[src/rtl/bank_scan_pkg.sv]
package bank_scan_pkg;

  localparam int unsigned NUM_STEPS = 6;

  typedef enum logic [1:0] {
    OP_NONE  = 2'd0,
    OP_ERASE = 2'd1,
    OP_PROG  = 2'd2
  } resume_op_e;

  typedef struct packed {
    logic       legal;
    logic [2:0] step;
  } step_t;

  typedef struct packed {
    logic       usable;
    logic [2:0] step;
  } bank_view_t;

  // Step s keeps the low (7-s) bits set: 7F, 3F, 1F, 0F, 07, 03.
  function automatic logic [7:0] step_code(input int unsigned s);
    return 8'hFF >> (s + 1);
  endfunction

  function automatic step_t decode_step(input logic [7:0] b);
    step_t r;
    r = '0;
    for (int unsigned s = 0; s < NUM_STEPS; s++) begin
      if (b == step_code(s)) begin
        r.legal = 1'b1;
        r.step  = 3'(s);
      end
    end
    return r;
  endfunction

  function automatic resume_op_e op_for_step(input logic [2:0] s);
    resume_op_e o;
    case (s)
      3'd0:                o = OP_NONE;
      3'd1, 3'd5:          o = OP_ERASE;
      3'd2, 3'd3, 3'd4:    o = OP_PROG;
      default:             o = OP_NONE;
    endcase
    return o;
  endfunction

endpackage

[src/rtl/bank_scan_fetch.sv]
module bank_scan_fetch #(
  parameter int unsigned AW      = 16,
  parameter int unsigned BANK_AW = 12,
  parameter int unsigned PER     = 5
) (
  input  logic          clk,
  input  logic          rst_n,
  output logic          req_valid,
  input  logic          req_ready,
  output logic [AW-1:0] req_addr,
  input  logic          rsp_valid,
  output logic          rsp_ready,
  output logic          beat,
  output logic          beat_bank,
  output logic          beat_is_stat,
  output logic          finish
);

  localparam int unsigned OFF_W = (PER > 1) ? $clog2(PER) : 1;
  localparam int unsigned CNT_W = OFF_W + 2;
  localparam logic [OFF_W-1:0] LAST_OFF = OFF_W'(PER - 1);
  localparam logic [CNT_W-1:0] TOTAL    = CNT_W'(2 * PER);

  typedef enum logic [2:0] {S_BOOT, S_REQ, S_WAIT, S_FIN, S_HOLD} st_e;

  st_e              st_q;
  logic             bank_q;
  logic [OFF_W-1:0] off_q;
  logic [CNT_W-1:0] beats_q;

  assign req_valid    = (st_q == S_REQ);
  assign rsp_ready    = (st_q == S_WAIT);
  assign beat         = rsp_valid && rsp_ready;
  assign beat_bank    = bank_q;
  assign beat_is_stat = (off_q == '0);
  assign finish       = (st_q == S_FIN);
  assign req_addr     = (bank_q ? (AW'(1) << BANK_AW) : '0) | AW'(off_q);

  always_ff @(posedge clk or negedge rst_n) begin
    if (!rst_n) begin
      st_q    <= S_BOOT;
      bank_q  <= 1'b0;
      off_q   <= '0;
      beats_q <= '0;
    end else begin
      case (st_q)
        S_BOOT: st_q <= S_REQ;
        S_REQ:  if (req_ready) st_q <= S_WAIT;
        S_WAIT: begin
          if (rsp_valid) begin
            beats_q <= beats_q + 1'b1;
            if (off_q == LAST_OFF) begin
              off_q <= '0;
              if (bank_q) begin
                st_q <= S_FIN;
              end else begin
                bank_q <= 1'b1;
                st_q   <= S_REQ;
              end
            end else begin
              off_q <= off_q + 1'b1;
              st_q  <= S_REQ;
            end
          end
        end
        S_FIN:   st_q <= S_HOLD;
        default: st_q <= S_HOLD;
      endcase
    end
  end


  req_hold_chk: assert property (@(posedge clk) disable iff (!rst_n)
    (req_valid && !req_ready) |=> (req_valid && $stable(req_addr)));


  beat_count_chk: assert property (@(posedge clk) disable iff (!rst_n)
    finish |-> (beats_q == TOTAL));


  one_outstanding_chk: assert property (@(posedge clk) disable iff (!rst_n)
    $rose(rsp_ready) |-> $past(req_valid && req_ready));

endmodule

[src/rtl/bank_scan_accum.sv]
module bank_scan_accum
  import bank_scan_pkg::*;
#(
  parameter int unsigned   DW    = 32,
  parameter int unsigned   K     = 4,
  parameter logic [DW-1:0] SEED  = '0,
  parameter logic [DW-1:0] STEP  = '0
) (
  input  logic          clk,
  input  logic          rst_n,
  input  logic          beat,
  input  logic          is_stat,
  input  logic [DW-1:0] data,
  output bank_view_t    view
);

  function automatic logic [DW-1:0] ref_sum();
    logic [DW-1:0] acc;
    acc = '0;
    for (int unsigned j = 0; j < K; j++) acc = acc + SEED + DW'(j) * STEP;
    return acc;
  endfunction

  localparam logic [DW-1:0] REF_SUM = ref_sum();

  logic [7:0]    stat_q;
  logic [DW-1:0] sum_q;
  step_t         dec;

  always_ff @(posedge clk or negedge rst_n) begin
    if (!rst_n) begin
      stat_q <= 8'hFF;
      sum_q  <= '0;
    end else if (beat) begin
      if (is_stat) stat_q <= data[7:0];
      else         sum_q  <= sum_q + data;
    end
  end

  always_comb begin
    dec         = decode_step(stat_q);
    view.usable = dec.legal && (sum_q == REF_SUM);
    view.step   = dec.step;
  end

endmodule

[src/rtl/bank_scan_judge.sv]
module bank_scan_judge
  import bank_scan_pkg::*;
(
  input  bank_view_t v0,
  input  bank_view_t v1,
  output logic       act_valid,
  output logic       act_bank,
  output logic       fault,
  output resume_op_e op
);

  always_comb begin
    act_valid = 1'b0;
    act_bank  = 1'b0;
    fault     = 1'b0;
    op        = OP_NONE;
    unique case ({v1.usable, v0.usable})
      2'b01: begin
        act_valid = 1'b1;
        op        = op_for_step(v0.step);
      end
      2'b10: begin
        act_valid = 1'b1;
        act_bank  = 1'b1;
        op        = op_for_step(v1.step);
      end
      2'b11: begin
        if (v0.step == 3'd0 && v1.step >= 3'd4) begin
          act_valid = 1'b1;
        end else if (v1.step == 3'd0 && v0.step >= 3'd4) begin
          act_valid = 1'b1;
          act_bank  = 1'b1;
        end else begin
          fault = 1'b1;
        end
      end
      default: fault = 1'b1;
    endcase
  end


  always_comb begin
    verdict_excl_chk: assert (!(fault && act_valid));
  end

endmodule

[src/rtl/bank_scan.sv]
module bank_scan
  import bank_scan_pkg::*;
#(
  parameter int unsigned   DW        = 32,
  parameter int unsigned   AW        = 16,
  parameter int unsigned   BANK_AW   = 12,
  parameter int unsigned   CHK_WORDS = 4,
  parameter logic [DW-1:0] CHK_SEED  = 'h6B1D_0C35,
  parameter logic [DW-1:0] CHK_STEP  = 'h0111_2233
) (
  input  logic          clk,
  input  logic          rst_n,
  output logic          rd_req_valid,
  input  logic          rd_req_ready,
  output logic [AW-1:0] rd_req_addr,
  input  logic          rd_rsp_valid,
  output logic          rd_rsp_ready,
  input  logic [DW-1:0] rd_rsp_data,
  output logic          scan_done,
  output logic          act_bank,
  output logic          act_valid,
  output logic          full_erase,
  output logic [1:0]    resume_op
);

  localparam int unsigned PER = CHK_WORDS + 1;

  logic       beat, beat_bank, beat_is_stat, finish;
  bank_view_t view [2];
  logic       j_valid, j_bank, j_fault;
  resume_op_e j_op;
  logic       finished_q;

  bank_scan_fetch #(.AW(AW), .BANK_AW(BANK_AW), .PER(PER)) u_fetch (
    .clk          (clk),
    .rst_n        (rst_n),
    .req_valid    (rd_req_valid),
    .req_ready    (rd_req_ready),
    .req_addr     (rd_req_addr),
    .rsp_valid    (rd_rsp_valid),
    .rsp_ready    (rd_rsp_ready),
    .beat         (beat),
    .beat_bank    (beat_bank),
    .beat_is_stat (beat_is_stat),
    .finish       (finish)
  );

  for (genvar b = 0; b < 2; b++) begin : g_bank
    bank_scan_accum #(.DW(DW), .K(CHK_WORDS), .SEED(CHK_SEED), .STEP(CHK_STEP)) u_accum (
      .clk     (clk),
      .rst_n   (rst_n),
      .beat    (beat && (beat_bank == 1'(b))),
      .is_stat (beat_is_stat),
      .data    (rd_rsp_data),
      .view    (view[b])
    );
  end

  bank_scan_judge u_judge (
    .v0        (view[0]),
    .v1        (view[1]),
    .act_valid (j_valid),
    .act_bank  (j_bank),
    .fault     (j_fault),
    .op        (j_op)
  );

  always_ff @(posedge clk or negedge rst_n) begin
    if (!rst_n) begin
      scan_done  <= 1'b0;
      act_bank   <= 1'b0;
      act_valid  <= 1'b0;
      full_erase <= 1'b0;
      resume_op  <= 2'd0;
      finished_q <= 1'b0;
    end else begin
      scan_done <= finish;
      if (finish) begin
        act_bank   <= j_bank;
        act_valid  <= j_valid;
        full_erase <= j_fault;
        resume_op  <= j_op;
        finished_q <= 1'b1;
      end
    end
  end


  done_pulse_chk: assert property (@(posedge clk) disable iff (!rst_n)
    scan_done |=> !scan_done);


  result_hold_chk: assert property (@(posedge clk) disable iff (!rst_n)
    finished_q |=> $stable({act_bank, act_valid, full_erase, resume_op}));


  quiet_before_chk: assert property (@(posedge clk) disable iff (!rst_n)
    !finished_q |-> (!act_valid && !full_erase && resume_op == 2'd0 && !act_bank));


  one_verdict_chk: assert property (@(posedge clk) disable iff (!rst_n)
    scan_done |-> (act_valid != full_erase));


  fault_no_op_chk: assert property (@(posedge clk) disable iff (!rst_n)
    full_erase |-> (resume_op == 2'd0));

endmodule

[config.mk]
export PLATFORM = sky130hd
export DESIGN_NAME = bank_scan
export DESIGN_NICKNAME = d
export VERILOG_FILES = /design/src/rtl/bank_scan_pkg.sv /design/src/rtl/bank_scan_fetch.sv /design/src/rtl/bank_scan_accum.sv /design/src/rtl/bank_scan_judge.sv /design/src/rtl/bank_scan.sv
export SDC_FILE = /design/constraint.sdc
export NUM_CORES = 1
export LEC_CHECK = 0
export BUFFER_PORTS_ARGS = -buffer_cell sky130_fd_sc_hd__buf_4
export CAP_MARGIN = 10
export CORE_MARGIN = 3
export CORE_UTILIZATION = 52
export DETAILED_ROUTE_END_ITERATION = 7
export GPL_TIMING_DRIVEN = 0
export PLACE_DENSITY = 0.76
export SYNTH_ARGS = -nofsm -noshare
export SYNTH_HDL_FRONTEND = slang
export SYNTH_SLANG_ARGS = --single-unit
[constraint.sdc]
create_clock -name clk -period 3.6 [get_ports clk]
set_clock_uncertainty 0.05 [all_clocks]
set_input_delay 0.18 -clock clk [delete_from_list [all_inputs] [get_ports clk]]
set_output_delay 0.18 -clock clk [all_outputs]
set_load 0.01 [all_outputs]
# ---- After elaboration in Yosys (flattened, before gate mapping)
# Index checks and enable logic that the tools add are counted.
dict set report word_totals {
  reg_bits 93
  in_bits 36
  wordCells 106
}
dict set report classes {
  mux 30
  bitwise 3
  n_addsub 3
  reduce_logical 23
  n_lt_le_gt_ge 2
  eq_ne 33
}
# cell count
set op_table {}
lappend op_table {{32-bit adder} 2}
lappend op_table {{32-bit equality test, second input constant} 2}
lappend op_table {{4-bit 2-to-1 mux} 12}
lappend op_table {{3-bit by 2-bit equality test with 1-bit output, second input constant} 6}
lappend op_table {{8-bit by 2-bit equality test with 1-bit output, second input constant} 2}
lappend op_table {{8-bit by 3-bit equality test with 1-bit output, second input constant} 2}
lappend op_table {{8-bit by 4-bit equality test with 1-bit output, second input constant} 2}
lappend op_table {{8-bit by 5-bit equality test with 1-bit output, second input constant} 2}
lappend op_table {{8-bit by 6-bit equality test with 1-bit output, second input constant} 2}
lappend op_table {{8-bit by 7-bit equality test with 1-bit output, second input constant} 2}
lappend op_table {{16-bit by 3-bit OR with 16-bit output} 1}
lappend op_table {{3-bit equality test, second input constant} 5}
lappend op_table {{13-bit 2-to-1 mux} 1}
lappend op_table {{3-bit logical NOT} 4}
lappend op_table {{2-bit one-hot mux with 2 select lines} 3}
lappend op_table {{2-bit AND reduction} 6}
lappend op_table {{3-bit by 1-bit equality test with 1-bit output, second input constant} 3}
lappend op_table {{3-bit 2-to-1 mux} 3}
lappend op_table {{3-bit one-hot mux with 3 select lines} 1}
lappend op_table {{1-bit logical AND} 7}
lappend op_table {{3-bit greater-or-equal comparator, second input constant} 2}
lappend op_table {{1-bit one-hot mux with 2 select lines} 3}
lappend op_table {{2-bit OR reduction} 3}
lappend op_table {{3-bit OR reduction} 2}
lappend op_table {{other kinds (9)} 16}

# ---- Logic depth before layout (Yosys ltp)
# Gate-level depths: netlist of run 1.
dict set report depth {
  word_depth 12
  ltp_mapped 12
  ltp_nobuf 12
}

# ---- Cells and area by module
# Synthesis of run 1 repeated with hierarchy kept, for this count alone.
dict set report hier_totals {
  cells_unflattened 837
  area_unflattened_um2 7313.3
}
# mod instances seq_area_each_um2 cells_per_inst area_each_um2
set modules_own_cells {}
lappend modules_own_cells {{bank_scan_accum (g_bank[0].u_accum)} 1 1011.0 382 3288.2}
lappend modules_own_cells {{bank_scan_accum (g_bank[1].u_accum)} 1 1011.0 370 3165.5}
lappend modules_own_cells {bank_scan_fetch 1 175.2 47 461.7}
lappend modules_own_cells {bank_scan 1 150.1 13 219.0}
lappend modules_own_cells {bank_scan_judge 1 0.0 25 178.9}

# ---- Worst setup path after synthesis of run 1
# No wires, ideal clock.
dict set report synth_path {
  path_kind {reg-to-reg}
  start {reg g_bank[1].u_accum.sum_q[0]}
  end {reg g_bank[1].u_accum.sum_q[30]}
  stages_incl_launch_ff 13
  path_slack_ps 834
  required_time_ps 3417
  arrival_ps 2583
  synth_period_minus_slack_ps 2766
  setup_ps 133
  path_cell_list {dfrtp_1 ha_1 inv_1 fa_1 and2b_1 o211ai_2 a311oi_2 o211a_1 o21a_2 a31oi_1 o41ai_2 xnor2_1 o21ai_1}
}
dict set report synth_between {
  elab_chain_cells 1
}
# item line_no
set synth_lines {}
lappend synth_lines {{start, declared} bank_scan_accum.sv:27} ;# logic [DW-1:0] sum_q;
lappend synth_lines {{start signal, assigned} bank_scan_accum.sv:36} ;# else sum_q <= sum_q + data;
lappend synth_lines {{32-bit adder} bank_scan_accum.sv:36}
# No other way between the ends.
# A chain may end at the register's enable or synchronous reset.

# ---- Worst setup path after layout of run 1
# Same ends and word-level chain as after synthesis.

==> results of run 1 <==
[power by group through the flow]
stage / combinational (W) / sequential, W / clock, W
6_report: 0.000635 / 0.00115 / 0.000979
5_1_grt: 0.000717 / 0.00115 / 0.00104
4_1_cts: 0.000625 / 0.00114 / 0.000981
3_5_place_dp: 0.000619 / 0.00116 / 0
3_3_place_gp: 0.000609 / 0.00116 / 0
2_1_floorplan: 0.000449 / 0.00115 / 0
[worst max-delay path, cell delays in order, from the launching register on]
cell and delay [ps]:
dfrtp_1 360, ha_1 210, inv_1 70, fa_1 460
and2b_1 260, o211ai_2 110, a311oi_2 370, o211a_1 220
o21a_2 190, a31oi_1 200, o41ai_2 390, xnor2_1 170
o21ai_1 80
[worst min path at each step]
stage,start,endpoint,depth (start not counted)
floorplan,rst_n,act_bank,0
global placement,rd_req_ready,u_fetch.st_q[1],3
detailed placement,g_bank[1].u_accum.sum_q[31],g_bank[1].u_accum.sum_q[31],1
CTS,rd_req_ready,u_fetch.st_q[0],3
global route,rd_rsp_data[0],g_bank[0].u_accum.stat_q[0],2
finish,rd_req_ready,u_fetch.st_q[1],3
[cells in the final DEF, fill, tap and decap left out, types with 8 or more instances in the layout]
cell type | synthesis | routed
nand2b_1 | 12 | 12
buf_4 | 13 | 60
xor2_1 | 24 | 24
conb_1 | 1 | 12
a211oi_1 | 11 | 11
nand2_1 | 111 | 111
ha_1 | 68 | 68
clkbuf_1 | 18 | 19
nor3_1 | 16 | 16
clkbuf_16 | 0 | 10
o21ai_0 | 92 | 92
a21oi_1 | 62 | 62
inv_1 | 30 | 30
o21ai_1 | 9 | 9
mux2_2 | 20 | 20
nand4_1 | 12 | 12
o31ai_1 | 11 | 11
a21o_1 | 27 | 27
a31oi_1 | 8 | 8
nor2_1 | 38 | 38
dfstp_2 | 16 | 16
xnor2_1 | 27 | 27
nand3_1 | 17 | 17
dfrtp_1 | 77 | 77
[metal layers]
layer	vias up	global-route usage	routed length [µm]
met3	27	0.0398	939
met5	-	0	0
met4	0	0.0734	371
li1	3147	-	-
met1	2996	0.359	8650
met2	172	0.377	8090
[cell type report]
class                   count  area [µm²]  area share
clock inverters             4        28.8     0.00355
multi-input cells         678        4570       0.563
flip-flops and latches     93        2350       0.290
plain buffers              33         175      0.0216
inverters                  30         113      0.0139
well taps                 176         220      0.0272
clock buffers              12         268      0.0330
repair buffers             49         390      0.0481
[state kept, by name, summed over array words and instances (netlist names)]
name                   flops
act_valid                  1
u_fetch.st_q               3
u_fetch.off_q              3
scan_done                  1
g_bank.u_accum.sum_q      64
act_bank                   1
resume_op                  2
u_fetch.beat_bank          1
full_erase                 1
g_bank.u_accum.stat_q     16
[stage by stage]
step / cell area (µm²) / utilization / cells
CTS: 8070 / 0.605 / 1073
global route: 8110 / 0.607 / 1075
detailed placement: 7770 / 0.582 / 1057
finish: 8110 / 0.607 / 1075
global placement: 7770 / 0.582 / 1057
floorplan: 7200 / - / 834
[kinds of logic (layout without fill, tap and decap cells)]
logic type      after synthesis  in the layout  share of synthesized area
compound gates              264            264                      0.231
simple gates                258            258                      0.178
flops                        93             93                      0.328
fa+ha+maj                    70             70                      0.124
buf+inv                      63            128                     0.0402
xor+xnor                     51             51                     0.0624
mux                          23             23                     0.0357
other cells                   1             12                   0.000524
==> results_tabular.tex, run 1 <==
\begin{tabular}{lr}
\hline
Metric & Value \\
\hline
\multicolumn{2}{l}{\textbf{Worst setup path}} \\
Setup slack on the worst flop-to-flop path & 310 ps \\
Launching element of the worst setup path & g\_bank[1].u\_accum.sum\_q[0] \\
Critical Path Sink Type & flip-flop \\
Highest fanout seen on the critical path & 5 \\
Start-to-end type of the worst setup path & flip-flop to flip-flop \\
Worst R2R End & g\_bank[1].u\_accum.sum\_q[30] \\
Data required time at the worst endpoint & 3760 ps \\
Reg2reg path depth & 12 \\
Startpoint types & flip-flop \\
Worst reg2reg path startpoint & g\_bank[1].u\_accum.sum\_q[0] \\
Worst setup path endpoint & g\_bank[1].u\_accum.sum\_q[30] \\
Signal arrival time at the worst endpoint & 3460 ps \\
\multicolumn{2}{l}{\textbf{Global routing}} \\
Total routing usage reported by global routing & 0.247 \\
Number of antenna violations at the first check in global routing & 0 \\
Total overflow reported by the global router & 0 \\
Largest net degree at the start of global routing & 94 \\
Number of global-route vias before repair & 5772 \\
Global-route wire length before repair & 29.4 mm \\
\multicolumn{2}{l}{\textbf{Synthesis}} \\
Number of unique standard cell types used by synthesis & 71 \\
Synth Cell Area & 7160 µm² \\
Count of flip-flops with a built-in enable after synthesis & 0 \\
Sequential area share after synthesis & 0.328 \\
Warning count from the yosys run & 0 \\
Ranking of synthesized cells by instance count & 111 x nand2\_1, 92 x o21ai\_0, 77 x dfrtp\_1 \\
Post-synth top flop & dfrtp\_1 \\
Synthesized instance count & 823 \\
FF+latch count, synth & 93 \\
Top area cells in the synthesized netlist & dfrtp\_1 27\%, ha\_1 12\%, o21ai\_0 6.4\%, dfstp\_2 5.9\%, nand2\_1 5.8\% \\
Most instantiated library cell after synthesis & nand2\_1 \\
Yosys top cell by area & dfrtp\_1 \\
Synth Area per Inst & 8.70 µm² \\
Share of synthesized flip-flops with an asynchronous set or reset & 1.00 \\
Portion of synthesized cell area occupied by the leading cell type & 0.269 \\
\multicolumn{2}{l}{\textbf{Floorplan}} \\
I/O pins & 60 \\
Cell row count & 42 \\
Initial core utilization & 0.536 \\
Die ar. & 15200 µm² \\
Die span in x & 123 µm \\
Chip height & 123 µm \\
Core region area & 13300 µm² \\
\multicolumn{2}{l}{\textbf{Placement}} \\
Pre-CTS worst setup slack & 376 ps \\
Post-DP HPWL & 13.6 mm \\
Port buffer count & 47 \\
Gpl congestion & 0.943 \\
\multicolumn{2}{l}{\textbf{STA}} \\
Final setup violation count & 0 \\
Actual slew at the worst max-slew pin & 696 ps \\
Number of max-slew violations in the final report & 0 \\
Normalized max-slew margin & 0.534 \\
Hold Violations, Final & 0 \\
Fmax & 304 MHz \\
Unrepaired setup endpoints after global routing & no \\
Final-layout setup total negative slack & 0 ps \\
Worst hold-check slack & 45.5 ps \\
Final Cycle Share & 0.915 \\
Smallest setup slack after layout & 306 ps \\
Time the final worst path needs with I/O delays and setup & 3290 ps \\
\multicolumn{2}{l}{\textbf{Power and ir drop}} \\
Flop pwr share & 0.415 \\
P\_int & 0.00190 W \\
Switching Fraction & 0.310 \\
Leakage power summed over all cells & 3.80 nW \\
Worst IR drop on VDD & 0.229 mV \\
Final total power & 0.00276 W \\
PD cells & 340 nW/µm² \\
Combinational share of power & 0.230 \\
Clock network fraction of design power & 0.355 \\
Switching Power & 0.000855 W \\
\multicolumn{2}{l}{\textbf{Job}} \\
Max\_cap viols & 0 \\
\multicolumn{2}{l}{\textbf{Routing}} \\
Violation count after the first detailed-route iteration & 527 \\
Post-detailed-route DRC marker count & 0 \\
Antenna Violating Nets Remaining & 0 \\
Detailed-route wire length per cell & 16.8 µm \\
Vias per cell & 5.90 \\
Wire length after detailed routing & 18.1 mm \\
Overall via count from detail\_route & 6342 \\
Pre-antenna DRT Iters & 5 \\
\multicolumn{2}{l}{\textbf{Clock network}} \\
CTS sink cnt & 93 \\
CTS hold repair buffers & 0 \\
CTS tree & done \\
Gates resized, CTS repair & 0 \\
Clk\_lat worst skew & 360 ps \\
Buffer levels on the longest clock path & 2 \\
Clk Tree Root Cell & clkbuf\_16 \\
Buffers inserted by post-CTS timing repair & 0 \\
CTS clk-pin slew, worst paths & 70 ps \\
CTS buffer count & 9 \\
CTS HTree Levels & 3 \\
\multicolumn{2}{l}{\textbf{Layout}} \\
Fraction of final layout cells sized beyond drive strength 1 & 0.146 \\
Diode count & 0 \\
Net count of the finished layout & 1000 \\
Number of fill cells & 1214 \\
Synth-to-layout area growth & 13.2\% \\
\multicolumn{2}{l}{\textbf{Status}} \\
Status & completed \\
\multicolumn{2}{l}{\textbf{Hold path}} \\
HP Class & primary input to flip-flop \\
\hline
\end{tabular}
Power figures use the tool's default switching activity.
==> inputs of run 2 (changes only) <==
--- a/config.mk
+++ b/config.mk
@@ -9,6 +9,7 @@
 export CAP_MARGIN = 10
 export CORE_MARGIN = 3
 export CORE_UTILIZATION = 52
+export CTS_BUF_LIST = sky130_fd_sc_hd__clkbuf_4
 export DETAILED_ROUTE_END_ITERATION = 7
 export GPL_TIMING_DRIVEN = 0
 export PLACE_DENSITY = 0.76
==> run 2 against run 1 <==
Effect of this change:
- critical path depth unchanged
- count of clock-buffer cells in the layout fell by 2
- largest power group unchanged
- global-route usage decreased by 0.14 points
- core utilization decreased by 0.42 points
- final cell count rose by 1.0%
- via count increased by 1.0%
- highest routed layer unchanged
- critical path type unchanged
- non-clock buffer count rose by 10
- cell area is 0.69% lower
==> results_tabular.tex, run 2 (synthesized netlist as in run 1, its figures left out) <==
\begin{tabular}{lr}
\hline
Metric & Value \\
\hline
\multicolumn{2}{l}{\textbf{Clock network}} \\
Buffer levels on the longest clock path & 2 (unchanged) \\
Clk\_lat worst skew & 500 ps (+140 ps) \\
CTS tree & done \\
CTS HTree Levels & 3 (unchanged) \\
CTS buffer count & 9 (unchanged) \\
Clk Tree Root Cell & clkbuf\_4 \\
CTS sink cnt & 93 (unchanged) \\
CTS clk-pin slew, worst paths & 170 ps (+100 ps) \\
\multicolumn{2}{l}{\textbf{Power and ir drop}} \\
Leakage power summed over all cells & 3.77 nW (-0.74\%) \\
Switching Power & 0.000801 W (-6.3\%) \\
Clock network fraction of design power & 0.255 (-0.100) \\
Combinational share of power & 0.267 (+0.037) \\
Switching Fraction & 0.334 (+0.0240) \\
Flop pwr share & 0.477 (+0.062) \\
Final total power & 0.00240 W (-13\%) \\
PD cells & 298 nW/µm² (-12\%) \\
P\_int & 0.00160 W (-16\%) \\
Worst IR drop on VDD & 0.206 mV (-10\%) \\
\multicolumn{2}{l}{\textbf{Worst setup path}} \\
Critical Path Sink Type & flip-flop \\
Start-to-end type of the worst setup path & flip-flop to flip-flop \\
Highest fanout seen on the critical path & 5 (unchanged) \\
Setup slack on the worst flop-to-flop path & 300 ps (about the same) \\
Worst reg2reg path startpoint & g\_bank[1].u\_accum.sum\_q[0] \\
Data required time at the worst endpoint & 3920 ps (+160 ps) \\
Reg2reg path depth & 12 (unchanged) \\
Startpoint types & flip-flop \\
Worst R2R End & g\_bank[1].u\_accum.sum\_q[30] \\
Signal arrival time at the worst endpoint & 3620 ps (+160 ps) \\
\multicolumn{2}{l}{\textbf{Global routing}} \\
Total overflow reported by the global router & 0 (unchanged) \\
Number of antenna violations at the first check in global routing & 1 (+1) \\
Largest net degree at the start of global routing & 94 (unchanged) \\
Global-route wire length before repair & 29.2 mm (-0.64\%) \\
Grt peak-use layer & met2 \\
Total routing usage reported by global routing & 0.245 (-0.00136) \\
Global routing usage on met3 & 0.0389 (-0.000915) \\
Met1 track demand over resource in global routing & 0.356 (-0.00319) \\
Met2 Track Usage GR & 0.369 (-0.00815) \\
Number of global-route vias before repair & 5811 (+0.68\%) \\
\multicolumn{2}{l}{\textbf{STA}} \\
Fmax & 303 MHz (-0.32\%) \\
Final-layout setup total negative slack & 0 ps (unchanged) \\
Final Cycle Share & 0.918 (+0.00291) \\
Time the final worst path needs with I/O delays and setup & 3300 ps (+10.5 ps) \\
Normalized max-slew margin & 0.556 (+0.0220) \\
Final setup violation count & 0 (unchanged) \\
Actual slew at the worst max-slew pin & 663 ps (-32.9 ps) \\
Smallest setup slack after layout & 295 ps (-10.5 ps) \\
Number of max-slew violations in the final report & 0 (unchanged) \\
Unrepaired setup endpoints after global routing & no \\
Hold Violations, Final & 0 (unchanged) \\
\multicolumn{2}{l}{\textbf{Floorplan}} \\
Die span in x & 123 µm (unchanged) \\
Initial core utilization & 0.536 (unchanged) \\
Cell row count & 42 (unchanged) \\
Core region area & 13300 µm² (unchanged) \\
I/O pins & 60 (unchanged) \\
Chip height & 123 µm (unchanged) \\
Die ar. & 15200 µm² (unchanged) \\
\multicolumn{2}{l}{\textbf{Routing}} \\
Post-detailed-route DRC marker count & 0 (unchanged) \\
Violation count after the first detailed-route iteration & 586 (+11\%) \\
Pre-antenna DRT Iters & 6 (+1) \\
Vias per cell & 5.90 (about the same) \\
Overall via count from detail\_route & 6408 (+1.0\%) \\
Wire length after detailed routing & 18.0 mm (-0.54\%) \\
Antenna Violating Nets Remaining & 0 (unchanged) \\
Detailed-route wire length per cell & 16.5 µm (-1.6\%) \\
\multicolumn{2}{l}{\textbf{Layout}} \\
Commonest cells after routing, fill and taps aside & 111 x nand2\_1, 92 x o21ai\_0, 77 x dfrtp\_1 \\
Largest register FFs & 64 (unchanged) \\
Leading registers by flop count & g\_bank.u\_accum.sum\_q (64), g\_bank.u\_accum.stat\_q (16) \\
Most common library cell in the layout ignoring fill and taps & nand2\_1 \\
Number of fill cells & 1224 (+0.82\%) \\
Post-Layout Inst Area & 8050 µm² (-0.69\%) \\
Synth-to-layout area growth & 12.5\% \\
Post-layout instance count excluding filler cells & 1086 (+1.0\%) \\
Net count of the finished layout & 1010 (+1.0\%) \\
Largest register by flop count & g\_bank.u\_accum.sum\_q \\
Fraction of final layout cells sized beyond drive strength 1 & 0.144 (-0.00160) \\
\multicolumn{2}{l}{\textbf{Placement}} \\
Port buffer count & 47 (unchanged) \\
Number of cells after detailed placement & 1057 (unchanged) \\
Pre-CTS worst setup slack & 376 ps (unchanged) \\
Gpl congestion & 0.943 (unchanged) \\
Post-place instance area & 7770 µm² (unchanged) \\
Post-DP HPWL & 13.6 mm (unchanged) \\
\multicolumn{2}{l}{\textbf{Hold path}} \\
HP Class & primary input to asynchronous set/reset pin \\
\multicolumn{2}{l}{\textbf{Status}} \\
Status & completed \\
\multicolumn{2}{l}{\textbf{Job}} \\
Max\_cap viols & 0 (unchanged) \\
\hline
\end{tabular}
==> run 2: worst max-delay path by stage <==
stage                                from                           to  slack [ps]  depth (start not counted)
2_1_floorplan  g_bank[1].u_accum.sum_q[0]  g_bank[1].u_accum.sum_q[30]         830                         12
6_report       g_bank[1].u_accum.sum_q[0]  g_bank[1].u_accum.sum_q[30]         300                         12
4_1_cts        g_bank[1].u_accum.sum_q[0]  g_bank[1].u_accum.sum_q[30]         340                         12
5_1_grt        g_bank[1].u_accum.sum_q[0]  g_bank[1].u_accum.sum_q[30]          80                         12
3_3_place_gp   g_bank[1].u_accum.sum_q[0]  g_bank[1].u_accum.sum_q[30]         410                         12
3_5_place_dp   g_bank[1].u_accum.sum_q[0]  g_bank[1].u_accum.sum_q[30]         380                         12
==> run 2: power by group through the flow <==
stage | Clock, W | Combinational, W | Sequential, W
2_1_floorplan | 0 | 0.000449 | 0.00115
3_3_place_gp | 0 | 0.000609 | 0.00116
3_5_place_dp | 0 | 0.000619 | 0.00116
4_1_cts | 0.000623 | 0.000633 | 0.00114
5_1_grt | 0.000676 | 0.000725 | 0.00115
6_report | 0.000612 | 0.000641 | 0.00115
==> run 2: repair_timing <==
item,in CTS,in global routing
hold buffers,11,0
endpoints found under the hold margin,95,0
resized for setup,0,0
setup buffers,0,0
==> run 2: layout make-up <==
| cell class | instances | area (µm²) | share of cell area |
|---|---|---|---|
| multi-input cells | 678 | 4570 | 0.567 |
| repair buffers | 59 | 490 | 0.0609 |
| flip-flops and latches | 93 | 2350 | 0.292 |
| well taps | 176 | 220 | 0.0274 |
| clock buffers | 10 | 75.1 | 0.00932 |
| inverters | 30 | 113 | 0.0140 |
| clock inverters | 6 | 62.6 | 0.00777 |
| diodes | 1 | 2.50 | 0.000311 |
| plain buffers | 33 | 175 | 0.0218 |
==> run 2: critical path, cell delays in order (launching register included) <==
cell	delay, ps
dfrtp_1	390
ha_1	210
inv_1	70
fa_1	460
and2b_1	260
o211ai_2	110
a311oi_2	370
o211a_1	220
o21a_2	200
a31oi_1	190
o41ai_2	390
xnor2_1	170
o21ai_1	80
==> run 2: per-stage QoR <==
step                hold slack [ps]  utilization
floorplan                      -166            -
global placement                408        0.582
detailed placement              407        0.582
CTS                            81.4        0.601
global route                   96.3        0.603
finish                         85.7        0.603
==> run 2: routing by layer <==
metal  routed length [µm]  part of all wire
met4                  483             0.027
met3                  971             0.054
met2                 7990              0.44
met1                 8510              0.47
met5                    0                 0
==> inputs of run 3 (changes only) <==
--- a/config.mk
+++ b/config.mk
@@ -11,6 +11,7 @@
 export CORE_UTILIZATION = 52
 export CTS_BUF_LIST = sky130_fd_sc_hd__clkbuf_4
 export DETAILED_ROUTE_END_ITERATION = 7
+export GPL_ROUTABILITY_DRIVEN = 0
 export GPL_TIMING_DRIVEN = 0
 export PLACE_DENSITY = 0.76
 export SYNTH_ARGS = -nofsm -noshare
==> constraint.sdc (replaced) <==
create_clock -name clk -period 3.6 [get_ports clk]
set_clock_uncertainty 0.05 [all_clocks]
set_input_delay 0 -clock clk [delete_from_list [all_inputs] [get_ports clk]]
set_output_delay 0 -clock clk [all_outputs]
set_load 0.01 [all_outputs]
==> run 3 against run 2 <==
Effect of this change:
- sequential share of layout area decreased by 0.57 points
- flip-flop and latch count stayed put
- largest cell class unchanged
- critical path type unchanged
- global-route usage rose by 0.16 points
- via count grew 0.94%
- critical endpoint unchanged
- register-to-register slack gained 20 ps
- die area did not move
- cell area rose by 2.0%
==> results_tabular.tex, run 3 (synthesized netlist as in run 1, its figures left out) <==
\begin{tabular}{lr}
\hline
Metric & Value \\
\hline
\multicolumn{2}{l}{\textbf{STA}} \\
Number of max-slew violations in the final report & 0 (unchanged) \\
Actual slew at the worst max-slew pin & 677 ps (+13.9 ps) \\
Unrepaired setup endpoints after global routing & no \\
Fmax & 304 MHz (+0.49\%) \\
Time the final worst path needs with I/O delays and setup & 3290 ps (-16.1 ps) \\
Hold Violations, Final & 0 (unchanged) \\
Final setup violation count & 0 (unchanged) \\
Normalized max-slew margin & 0.546 (-0.00934) \\
Final-layout setup total negative slack & 0 ps (unchanged) \\
Final Cycle Share & 0.913 (-0.00448) \\
\multicolumn{2}{l}{\textbf{Power and ir drop}} \\
Switching Fraction & 0.333 (-0.00103) \\
Clock network fraction of design power & 0.254 (about the same) \\
P\_int & 0.00161 W (+0.71\%) \\
Combinational share of power & 0.271 (+0.004) \\
Worst IR drop on VDD & 0.206 mV (+0.24\%) \\
Leakage power summed over all cells & 3.84 nW (+1.8\%) \\
Switching Power & 0.000803 W (+0.24\%) \\
PD cells & 294 nW/µm² (-1.4\%) \\
Flop pwr share & 0.475 (-0.002) \\
\multicolumn{2}{l}{\textbf{Placement}} \\
Port buffer count & 47 (unchanged) \\
Post-place instance area & 7770 µm² (unchanged) \\
Post-DP HPWL & 13.6 mm (unchanged) \\
\multicolumn{2}{l}{\textbf{Worst setup path}} \\
Worst R2R End & g\_bank[1].u\_accum.sum\_q[30] \\
Setup slack on the worst flop-to-flop path & 310 ps (+20 ps) \\
Highest fanout seen on the critical path & 5 (unchanged) \\
Cell class contributing the biggest share of worst-path delay & compound AO/OA/AOI/OAI gates \\
Data required time at the worst endpoint & 3910 ps (about the same) \\
Signal arrival time at the worst endpoint & 3600 ps (-20 ps) \\
Path length in cells of the critical path & 12 (unchanged) \\
Critical Path Sink Type & flip-flop \\
Critical Path, Cell by Cell & ha\_1 > inv\_1 > fa\_1 > and2b\_1 > o211ai\_2 > a311oi\_2 > o211a\_1 > o21a\_2 > a31oi\_1 > o41ai\_2 > xnor2\_1 > o21ai\_1 \\
Worst setup path endpoint & g\_bank[1].u\_accum.sum\_q[30] \\
Startpoint types & flip-flop \\
Start-to-end type of the worst setup path & flip-flop to flip-flop \\
Count of buffer and inverter cells on the critical path & 1 (unchanged) \\
Launching element of the worst setup path & g\_bank[1].u\_accum.sum\_q[0] \\
Largest stage delay on the critical path & 460 ps (about the same) \\
Worst reg2reg path startpoint & g\_bank[1].u\_accum.sum\_q[0] \\
Crit path max-delay cell type & fa\_1 \\
Reg2reg path depth & 12 (unchanged) \\
\multicolumn{2}{l}{\textbf{Layout}} \\
Commonest cells after routing, fill and taps aside & 111 x nand2\_1, 92 x o21ai\_0, 77 x dfrtp\_1 \\
Most common library cell in the layout ignoring fill and taps & nand2\_1 \\
Fraction of final layout cells sized beyond drive strength 1 & 0.142 (-0.00249) \\
Leading registers by flop count & g\_bank.u\_accum.sum\_q (64), g\_bank.u\_accum.stat\_q (16) \\
Post-Layout Inst Area & 8210 µm² (+2.0\%) \\
Net count of the finished layout & 1026 (+1.6\%) \\
Number of fill cells & 1214 (-0.82\%) \\
Sequential cell area in the final layout & 2350 µm² (unchanged) \\
Largest register FFs & 64 (unchanged) \\
Largest register by flop count & g\_bank.u\_accum.sum\_q \\
Area of combinational cells with multiple inputs & 4570 µm² (unchanged) \\
Synth-to-layout area growth & 14.7\% \\
Utilization after layout & 0.615 (+0.0120) \\
\multicolumn{2}{l}{\textbf{Clock network}} \\
Clk\_lat worst skew & 500 ps (about the same) \\
CTS buffer count & 9 (unchanged) \\
Clk Tree Root Cell & clkbuf\_4 \\
CTS hold repair buffers & 26 (+15) \\
Buffers inserted by post-CTS timing repair & 0 (unchanged) \\
CTS clk-pin slew, worst paths & 150 ps (-20 ps) \\
CTS HTree Levels & 3 (unchanged) \\
Gates resized, CTS repair & 0 (unchanged) \\
CTS tree & done \\
CTS sink cnt & 93 (unchanged) \\
Buffer levels on the longest clock path & 2 (unchanged) \\
\multicolumn{2}{l}{\textbf{Floorplan}} \\
Cell row count & 42 (unchanged) \\
Chip height & 123 µm (unchanged) \\
Die span in x & 123 µm (unchanged) \\
Initial core utilization & 0.536 (unchanged) \\
Die ar. & 15200 µm² (unchanged) \\
I/O pins & 60 (unchanged) \\
Core region area & 13300 µm² (unchanged) \\
\multicolumn{2}{l}{\textbf{Routing}} \\
Post-detailed-route DRC marker count & 0 (unchanged) \\
Vias per cell & 5.87 (-0.53\%) \\
Antenna Violating Nets Remaining & 0 (unchanged) \\
Overall via count from detail\_route & 6468 (+0.94\%) \\
Detailed-route wire length per cell & 16.4 µm (-0.74\%) \\
Violation count after the first detailed-route iteration & 559 (-4.6\%) \\
Pre-antenna DRT Iters & 5 (-1) \\
Wire length after detailed routing & 18.1 mm (+0.72\%) \\
\multicolumn{2}{l}{\textbf{Global routing}} \\
Total routing usage reported by global routing & 0.247 (+0.00155) \\
Number of antenna violations at the first check in global routing & 1 (unchanged) \\
Largest net degree at the start of global routing & 94 (unchanged) \\
Number of global-route vias before repair & 5890 (+1.4\%) \\
Total overflow reported by the global router & 0 (unchanged) \\
Global-route wire length before repair & 29.4 mm (+0.76\%) \\
\multicolumn{2}{l}{\textbf{Job}} \\
Max\_cap viols & 0 (unchanged) \\
\multicolumn{2}{l}{\textbf{Hold path}} \\
WHS Path Cells & 4 \\
HP Class & primary input to flip-flop \\
\multicolumn{2}{l}{\textbf{Status}} \\
Status & completed \\
\hline
\end{tabular}
-- run 3: cell types whose count changed in the layout (fill, tap and decap cells not counted) --
cell           delta
dlygate4sd3_1    +16
-- run 3: routing by layer --
metal / global-route usage / vias to the layer above / share of wire
met1: 0.356 / 3083 / 0.48
li1: - / 3189 / -
met3: 0.0384 / 31 / 0.050
met2: 0.374 / 165 / 0.45
met4: 0.0907 / 0 / 0.026
met5: 0 / - / 0
-- run 3: power by group through the flow --
stage / sequential (W) / clock, W / combinational, W
2_1_floorplan: 0.00115 / 0 / 0.000449
3_3_place_gp: 0.00116 / 0 / 0.000609
3_5_place_dp: 0.00116 / 0 / 0.000619
4_1_cts: 0.00114 / 0.000623 / 0.000645
5_1_grt: 0.00115 / 0.000676 / 0.000740
6_report: 0.00115 / 0.000612 / 0.000654
-- run 3: worst min path at each step --
stage | slack [ps] | start | end
after CTS | 0.6 | rd_rsp_data[25] | g_bank[1].u_accum.sum_q[25]
final | 20 | rd_rsp_data[14] | g_bank[0].u_accum.sum_q[14]
after global placement | 230 | rd_req_ready | u_fetch.st_q[1]
after detailed placement | 230 | rd_rsp_data[0] | g_bank[1].u_accum.stat_q[0]
after global routing | 8 | rd_rsp_data[25] | g_bank[1].u_accum.sum_q[25]
after floorplan | -350 | rst_n | act_bank
-- run 3: final cells by class --
class	instances	area share
multi-input combinational	678	0.556
sequential	93	0.286
timing repair buffer	75	0.0792
tap	176	0.0268
buffer	33	0.0213
inverter	30	0.0137
clock buffer	10	0.00914
clock inverter	6	0.00762
antenna	1	0.000305
-- run 3: stage by stage --
| step | total power, W | cells | hold WS [ps] | worst slack [ps] |
|---|---|---|---|---|
| 3_5_place_dp | 0.00178 | 1057 | 232 | 376 |
| 6_report | 0.00241 | 1102 | 21.3 | 312 |
| 3_3_place_gp | 0.00177 | 1057 | 228 | 413 |
| 2_1_floorplan | 0.00160 | 834 | -346 | 834 |
| 5_1_grt | 0.00257 | 1102 | 7.56 | 78.7 |
| 4_1_cts | 0.00241 | 1099 | 0.560 | 336 |
-- run 3: worst min-delay path, cell delays in order --
cell,delay (ps)
buf_4,100
ha_1,200
xor2_1,80
o21ai_0,140
